--- src/rtl/memsel_pkg.sv ---
`timescale 1ns/1ps
package memsel_pkg;

    localparam int NDEV = 3;

    typedef enum logic [1:0] {
        DEV_F1   = 2'd0,
        DEV_F2   = 2'd1,
        DEV_RAM  = 2'd2,
        DEV_NONE = 2'd3
    } dev_e;

    typedef enum logic [1:0] {
        ST_IDLE = 2'd0,
        ST_ACT  = 2'd1,
        ST_GAP  = 2'd2
    } st_e;

    function automatic logic [NDEV-1:0] dev_onehot(dev_e d);
        case (d)
            DEV_F1:  return 3'b001;
            DEV_F2:  return 3'b010;
            DEV_RAM: return 3'b100;
            default: return 3'b000;
        endcase
    endfunction

endpackage

--- src/rtl/memsel_decode.sv ---
`timescale 1ns/1ps
module memsel_decode
    import memsel_pkg::*;
#(
    parameter int AW = 23
) (
    input  logic [AW-1:0] addr,
    output dev_e          dev
);
    localparam int RAM_BIT = AW - 1;
    localparam int DIE_BIT = AW - 2;

    always_comb begin
        if (addr[RAM_BIT])      dev = DEV_RAM;
        else if (addr[DIE_BIT]) dev = DEV_F2;
        else                    dev = DEV_F1;
    end
endmodule

--- src/rtl/memsel_cmd_guard.sv ---
`timescale 1ns/1ps
module memsel_cmd_guard #(
    parameter int          CW      = 8,
    parameter logic [CW-1:0] SETUP_A = 8'h40,
    parameter logic [CW-1:0] SETUP_B = 8'h20
) (
    input  logic          clk,
    input  logic          rst,
    input  logic          fl_wr,
    input  logic          die,
    input  logic [CW-1:0] code,
    output logic          reject
);
    typedef struct packed {
        logic armed;
        logic die;
    } guard_t;

    guard_t guard_d, guard_q;

    always_comb begin
        guard_d = guard_q;
        reject  = guard_q.armed && (die != guard_q.die);
        if (fl_wr) begin
            if (guard_q.armed) begin
                guard_d.armed = 1'b0;
            end else if (code == SETUP_A || code == SETUP_B) begin
                guard_d.armed = 1'b1;
                guard_d.die   = die;
            end
        end
    end

    always_ff @(posedge clk) begin
        if (rst) guard_q <= '0;
        else     guard_q <= guard_d;
    end

    // a refused cycle always releases the pending command
    a_r5_reject_clears: assert property (@(posedge clk) disable iff (rst)
        (fl_wr && reject) |=> !guard_q.armed);

    // a plain write never arms when already armed
    a_r5_second_disarms: assert property (@(posedge clk) disable iff (rst)
        (fl_wr && guard_q.armed) |=> !guard_q.armed);
endmodule

--- src/rtl/memsel_wait_norm.sv ---
`timescale 1ns/1ps
module memsel_wait_norm
    import memsel_pkg::*;
#(
    parameter logic [NDEV-1:0] RST_POL = 3'b100
) (
    input  logic clk,
    input  logic rst,
    input  logic cfg_we,
    input  dev_e cfg_dev,
    input  logic cfg_bit,
    input  dev_e act_dev,
    input  logic bus_wait,
    output logic ready,
    output logic mismatch
);
    localparam int RAM_IDX = NDEV - 1;

    typedef struct packed {
        logic [NDEV-1:0] pol;
    } pol_t;

    pol_t pol_d, pol_q;
    logic sel_pol;

    always_comb begin
        pol_d   = pol_q;
        sel_pol = 1'b0;
        for (int i = 0; i < NDEV; i++) begin
            if (cfg_we && cfg_dev == dev_e'(i)) pol_d.pol[i] = cfg_bit;
            if (act_dev == dev_e'(i))           sel_pol      = pol_q.pol[i];
        end
        ready    = (bus_wait != sel_pol);
        mismatch = 1'b0;
        for (int i = 0; i < RAM_IDX; i++) begin
            if (pol_q.pol[i] != pol_q.pol[RAM_IDX]) mismatch = 1'b1;
        end
    end

    always_ff @(posedge clk) begin
        if (rst) pol_q.pol <= RST_POL;
        else     pol_q     <= pol_d;
    end

    // polarity bits change only through configuration writes
    a_r6_pol_stable: assert property (@(posedge clk) disable iff (rst)
        !cfg_we |=> $stable(pol_q.pol));
endmodule

--- src/rtl/memsel_router.sv ---
`timescale 1ns/1ps
module memsel_router
    import memsel_pkg::*;
#(
    parameter int AW      = 23,
    parameter int DW      = 16,
    parameter int LEN_W   = 6,
    parameter int POL_BIT = 10
) (
    input  logic             clk,
    input  logic             rst,
    input  logic             host_req,
    input  logic             host_we,
    input  logic             host_cfg,
    input  logic [AW-1:0]    host_addr,
    input  logic [LEN_W-1:0] host_len,
    input  logic [DW-1:0]    host_wdata,
    output logic             host_ack,
    output logic             host_err,
    output logic             host_beat,
    output logic             host_ready,
    output logic             cfg_mismatch,
    output logic [1:0]       fl_ce_n,
    output logic [1:0]       fl_oe_n,
    output logic             ram_ce_n,
    output logic             ram_oe_n,
    output logic             bus_we_n,
    output logic             bus_cfg,
    output logic [AW-2:0]    bus_addr,
    output logic [DW-1:0]    bus_wdata,
    input  logic             bus_wait,
    output logic             fl_rst_n
);
    localparam int CW = 8;

    typedef struct packed {
        st_e              st;
        dev_e             dev;
        logic [AW-1:0]    addr;
        logic [LEN_W-1:0] remain;
        logic             rd;
        logic             cfg;
        logic [DW-1:0]    wdata;
        logic [NDEV-1:0]  ce_n;
        logic [NDEV-1:0]  oe_n;
        logic             we_n;
        logic             ack;
        logic             err;
        logic             rst_n;
    } rtr_t;

    localparam rtr_t RTR_RST = '{
        st: ST_IDLE, dev: DEV_F1, addr: '0, remain: '0, rd: 1'b0, cfg: 1'b0,
        wdata: '0, ce_n: '1, oe_n: '1, we_n: 1'b1, ack: 1'b0, err: 1'b0,
        rst_n: 1'b0
    };

    rtr_t rtr_d, rtr_q;

    dev_e          host_dev, cur_dev, nxt_dev;
    logic [AW-1:0] addr_inc;
    logic          accept, fl_wr, cfg_wr, reject;
    logic          read_act, wn_ready, beat;

    assign addr_inc = rtr_q.addr + AW'(1);

    memsel_decode #(.AW(AW)) i_dec_host (.addr(host_addr),   .dev(host_dev));
    memsel_decode #(.AW(AW)) i_dec_cur  (.addr(rtr_q.addr),  .dev(cur_dev));
    memsel_decode #(.AW(AW)) i_dec_nxt  (.addr(addr_inc),    .dev(nxt_dev));

    assign accept = (rtr_q.st == ST_IDLE) && host_req && !rtr_q.ack;
    assign fl_wr  = accept && host_we && !host_cfg && (host_dev != DEV_RAM);
    assign cfg_wr = accept && host_we && host_cfg;

    memsel_cmd_guard #(.CW(CW)) i_guard (
        .clk    (clk),
        .rst    (rst),
        .fl_wr  (fl_wr),
        .die    (host_dev == DEV_F2),
        .code   (host_wdata[CW-1:0]),
        .reject (reject)
    );

    memsel_wait_norm i_wait (
        .clk      (clk),
        .rst      (rst),
        .cfg_we   (cfg_wr),
        .cfg_dev  (host_dev),
        .cfg_bit  (host_wdata[POL_BIT]),
        .act_dev  (rtr_q.dev),
        .bus_wait (bus_wait),
        .ready    (wn_ready),
        .mismatch (cfg_mismatch)
    );

    assign read_act = (rtr_q.st == ST_ACT) && rtr_q.rd;
    assign beat     = read_act && wn_ready;

    always_comb begin
        rtr_d       = rtr_q;
        rtr_d.ack   = 1'b0;
        rtr_d.err   = 1'b0;
        rtr_d.rst_n = 1'b1;
        case (rtr_q.st)
            ST_IDLE: begin
                if (accept) begin
                    if (fl_wr && reject) begin
                        rtr_d.ack = 1'b1;
                        rtr_d.err = 1'b1;
                    end else begin
                        rtr_d.st     = ST_ACT;
                        rtr_d.dev    = host_dev;
                        rtr_d.addr   = host_addr;
                        rtr_d.remain = (host_len == '0) ? LEN_W'(1) : host_len;
                        rtr_d.rd     = !host_we;
                        rtr_d.cfg    = cfg_wr;
                        rtr_d.wdata  = host_wdata;
                    end
                end
            end
            ST_ACT: begin
                if (!rtr_q.rd) begin
                    rtr_d.st  = ST_IDLE;
                    rtr_d.ack = 1'b1;
                end else if (beat) begin
                    if (rtr_q.remain == LEN_W'(1)) begin
                        rtr_d.st  = ST_IDLE;
                        rtr_d.ack = 1'b1;
                    end else begin
                        rtr_d.addr   = addr_inc;
                        rtr_d.remain = rtr_q.remain - LEN_W'(1);
                        if (nxt_dev != rtr_q.dev) rtr_d.st = ST_GAP;
                    end
                end
            end
            ST_GAP: begin
                rtr_d.st  = ST_ACT;
                rtr_d.dev = cur_dev;
            end
            default: rtr_d.st = ST_IDLE;
        endcase

        if (rtr_d.st == ST_ACT) begin
            rtr_d.ce_n = ~dev_onehot(rtr_d.dev);
            rtr_d.oe_n = rtr_d.rd ? ~dev_onehot(rtr_d.dev) : '1;
            rtr_d.we_n = rtr_d.rd;
        end else begin
            rtr_d.ce_n = '1;
            rtr_d.oe_n = '1;
            rtr_d.we_n = 1'b1;
        end
    end

    always_ff @(posedge clk) begin
        if (rst) rtr_q <= RTR_RST;
        else     rtr_q <= rtr_d;
    end

    assign fl_ce_n    = rtr_q.ce_n[1:0];
    assign ram_ce_n   = rtr_q.ce_n[2];
    assign fl_oe_n    = rtr_q.oe_n[1:0];
    assign ram_oe_n   = rtr_q.oe_n[2];
    assign bus_we_n   = rtr_q.we_n;
    assign bus_cfg    = rtr_q.cfg && !rtr_q.we_n;
    assign bus_addr   = rtr_q.addr[AW-2:0];
    assign bus_wdata  = rtr_q.wdata;
    assign host_ack   = rtr_q.ack;
    assign host_err   = rtr_q.err;
    assign host_beat  = beat;
    assign host_ready = read_act ? wn_ready : 1'b1;
    assign fl_rst_n   = rtr_q.rst_n;

    logic [NDEV-1:0] ce_vec, oe_vec;
    assign ce_vec = {ram_ce_n, fl_ce_n};
    assign oe_vec = {ram_oe_n, fl_oe_n};

    a_r2_single_ce: assert property (@(posedge clk) disable iff (rst)
        $countones(~ce_vec) <= 1);

    a_r4_gap_on_switch: assert property (@(posedge clk) disable iff (rst)
        (!(&ce_vec) && !(&$past(ce_vec))) |-> (ce_vec == $past(ce_vec)));

    a_r3_oe_needs_ce: assert property (@(posedge clk) disable iff (rst)
        ((~oe_vec & ce_vec) == '0));

    a_r3_ack_pulse: assert property (@(posedge clk) disable iff (rst)
        host_ack |=> !host_ack);

    a_r5_err_with_ack: assert property (@(posedge clk) disable iff (rst)
        host_err |-> host_ack);

    a_r9_ready_outside_read: assert property (@(posedge clk) disable iff (rst)
        (&oe_vec) |-> (host_ready && !host_beat));

    a_r10_quiet_in_flash_reset: assert property (@(posedge clk) disable iff (rst)
        !fl_rst_n |-> ((&ce_vec) && bus_we_n));
endmodule

--- config.mk ---
export PLATFORM = sky130hd
export DESIGN_NAME = memsel_router
export DESIGN_NICKNAME = d
export VERILOG_FILES = /design/src/rtl/memsel_pkg.sv /design/src/rtl/memsel_decode.sv /design/src/rtl/memsel_cmd_guard.sv /design/src/rtl/memsel_wait_norm.sv /design/src/rtl/memsel_router.sv
export SDC_FILE = /design/constraint.sdc
export NUM_CORES = 1
export LEC_CHECK = 0
export BUFFER_PORTS_ARGS = -buffer_cell sky130_fd_sc_hd__buf_4
export CORE_MARGIN = 3
export CORE_UTILIZATION = 53
export CTS_CLUSTER_SIZE = 10
export DETAILED_ROUTE_END_ITERATION = 7
export PLACE_DENSITY_LB_ADDON = 0.1
export SETUP_SLACK_MARGIN = 0.2
export SLEW_MARGIN = 20
export SYNTH_ARGS = -nofsm -noshare
export SYNTH_HDL_FRONTEND = slang
export SYNTH_SLANG_ARGS = --single-unit
--- constraint.sdc ---
create_clock -name clk -period 2.36 [get_ports clk]
set_input_delay 0.236 -clock clk [delete_from_list [all_inputs] [get_ports clk]]
set_output_delay 0.236 -clock clk [all_outputs]
set_load 0.05 [all_outputs]
==> flow_summary.toml <==
[clock_tree]
clkTransAtPathRegs_ps = 70
clkLatencyLatePin_ps = 350
clk_path_buf_depth = 2
cts.sinks = 66
htree_levels = 3
cts_tree = "yes"
numCtsBuffers = 9
clockRootBuffer = "clkbuf_8"

[power]
power_leakage_uw = 0.001880
powerDensity_mw_per_mm2 = 623.7
combPwrFrac = 0.253
intPower_uw = 1861
clkPwrFrac = 0.303
switching_power_uw = 973.5
vdd_drop_max_mv = 0.4856
power_frac_seq = 0.444
sw_frac_of_total = 0.3434

[route]
vias = 3444
antenna_left = 0
routed_wl_um = 9547
dr.pass1.iters = 4
drt_iter0_drc = 184
drc_errors = 0
routedWlPerCell_um = 15.37
via_per_inst = 5.546

[sta]
maxSlewViolCount = 0
min_period_ps = 2055
fmax_ghz = 0.4867
finClkSkew_ps = 12.60
tns_ps = 0
tightest_slew_ps = 603.3
finalHoldViolCount = 0
setup_viol = 0
relSlewSlack = 0.5973
period_share = 0.8706
rsz0062_at_grt = "true"
fin_ws_ps = 305.3

[placement]
dpl_cell_area_mm2 = 0.004300
gp_congestion = 0.8743
dp_hpwl_um = 6682
dp_slack_ps = 214.7
io_buffers = 102

[logic_synthesis]
ys.flop_type = "dfxtp_1"
synth_edf_count = 0
avgSynthCellArea_um2 = 8.110
syn_area_mm2 = 0.003739
netlist-cell-type-count = 64
synth_seq_cells = 66
ys_async_sr_fraction = 0
synth_seq_area_share = 0.3534
yosys_warnings = 0
synth_cells = 461
syn_nets = 515

[cells_and_area]
antennaDiodeCount = 0
area_growth_pct = 21.55
fillers = 575
finalNetCount = 577
drive_gt1_frac = 0.3144
fin_area_mm2 = 0.004544

[die]
die_area_mm2 = 0.008097
die_x_um = 89.99
core_area_mm2 = 0.006604
io_pins = 103
start_util = 0.5661
rows = 29
die-height_um = 89.99

[worst_setup_path]
crit_chain = "nand3b_1 > o22ai_1 > nand2b_1 > nand3_1 > buf_4"
startpoint_type = "flop"
path_class = "flop to output port"
path_delay_family = "simple AND/OR/NAND/NOR gates"
required_ps = 2120
crit_fanout = 6
cp-end-kind = "output port"
cp_slowest_cell = "dfxtp_2"
worstPathBufferInverterCount = 1
r2r_slack_ps = 340
worstPathArrival_ps = 1820
cp_slowest_stage_delay_ps = 370

[grt]
overflow = 0
track_usage = 0.2320
antenna_found_initial = 0
grt_pass1_wl_um = 15810
grt_start_max_net_pins = 50
first_global_vias = 3374

[run]
maxCapViolCount = 0

[worst_hold_path]
min_path_type = "input port to flop"

[status]
status = "complete, no violations"
-- cells in the mapped netlist, drive strengths merged (2+ instances only) --
| library cell | count | area share |
|---|---|---|
| o31ai | 4 | 0.0080 |
| nand2 | 70 | 0.071 |
| clkbuf | 12 | 0.012 |
| inv | 10 | 0.010 |
| xnor2 | 7 | 0.016 |
| nand2b | 4 | 0.0067 |
| dfxtp | 66 | 0.35 |
| a32o | 4 | 0.011 |
| a21oi | 46 | 0.065 |
| nor4 | 5 | 0.012 |
| nor3 | 11 | 0.018 |
| o21ai | 22 | 0.029 |
| o22ai | 6 | 0.010 |
| a2bb2oi | 2 | 0.0047 |
| a211oi | 3 | 0.0074 |
| nor2b | 4 | 0.0067 |
| mux2i | 9 | 0.025 |
| and2 | 3 | 0.0050 |
| a311oi | 4 | 0.0094 |
| a31oi | 2 | 0.0033 |
| nor3b | 3 | 0.0090 |
| ha | 3 | 0.010 |
| nand3b | 2 | 0.0040 |
| o211a | 4 | 0.011 |
| o211ai | 2 | 0.0054 |
| xor2 | 4 | 0.0094 |
| buf | 54 | 0.11 |
| nor2 | 34 | 0.034 |
| a221oi | 4 | 0.011 |
| and3 | 6 | 0.010 |
| a31o | 2 | 0.0047 |
| nand4 | 9 | 0.015 |
| nand3 | 24 | 0.040 |
-- metal layers --
metal	part of all wire	GRT usage	up-vias
met4	0.0084	0.07398	0
met2	0.51	0.4091	96
met3	0.059	0.06177	8
met1	0.42	0.2742	1618
met5	0	0	-
li1	-	-	1722
-- worst min-delay path: stages --
cell and delay, ps:
buf_4 110, nand2_1 40, a21oi_1 50
-- cells by family (layout without fill, tap and decap cells) --
logic type / Yosys count / after routing / synth area share
flip-flops: 66 / 66 / 0.3534
buffers and inverters: 76 / 143 / 0.1278
XOR/XNOR: 11 / 11 / 0.02577
multiplexers: 9 / 9 / 0.02510
adder cells (fa/ha/maj): 3 / 3 / 0.01004
AND/OR/NAND/NOR: 181 / 181 / 0.2483
AO/OA/AOI/OAI: 115 / 115 / 0.2095
-- final timing paths --
path                                                from                         end  cells after the start
worst min register to register    rtr_q[26]$_SDFFE_PP0P_      rtr_q[26]$_SDFFE_PP0P_                      2
worst max-delay path                rtr_q[58]$_SDFF_PP0_                  host_ready                      5
worst max register to register  bus_addr[1]$_SDFFE_PP0P_        oe_vec[0]$_SDFF_PP1_                      7
worst min-delay path                      host_wdata[15]  bus_wdata[15]$_SDFFE_PP0P_                      3
-- repair_timing --
action,in CTS,in global routing
buffers inserted,0,1
pin swaps,1,5
setup endpoints to repair,1,15
gates resized for setup,0,17
hold buffers,0,0
-- power groups by stage --
stage | clock, uW | sequential [uW] | combinational (uW)
finish | 860 | 1260 | 717
detailed placement | 0 | 1280 | 708
CTS | 876 | 1250 | 712
floorplan | 0 | 1270 | 534
global placement | 0 | 1270 | 699
global route | 926 | 1270 | 778
-- cell type report --
type | instances | area [um^2] | area share
inverter | 10 | 37.54 | 0.008260
tap | 93 | 116.4 | 0.02561
sequential | 66 | 1333 | 0.2932
timing repair buffer | 117 | 882.1 | 0.1941
clock inverter | 6 | 41.29 | 0.009086
multi-input combinational | 319 | 1997 | 0.4394
clock buffer | 10 | 137.6 | 0.03029
-- sequential cells by signal (all words and copies together) (netlist names) --
name             cells
ce_vec               3
rtr_q               13
host_ack             1
i_wait.pol_q         3
bus_we_n             1
oe_vec               3
bus_addr            22
i_guard.guard_q      2
host_err             1
bus_wdata           16
fl_rst_n             1
-- layout by cell type, fill, tap and decap left out, drive strengths merged, types with 5 or more instances in the layout --
cell type	instances
buf	117
nand2	70
dfxtp	66
a21oi	46
nor2	34
nand3	24
o21ai	22
inv	11
nor3	11
clkbuf	10
nand4	9
mux2i	9
xnor2	7
o22ai	6
and3	6
nor4	5
-- metrics by stage --
stage          hold WS (ps)  cells  utilization  total power (uW)
3_3_place_gp          440.5    604       0.6512              1973
3_5_place_dp          450.0    604       0.6512              1985
6_report              133.8    621       0.6881              2835
4_1_cts               120.0    620       0.6783              2840
5_1_grt               133.5    621       0.6881              2970
2_1_floorplan         357.9    461            -              1806
(Power assumes the default switching activity.)
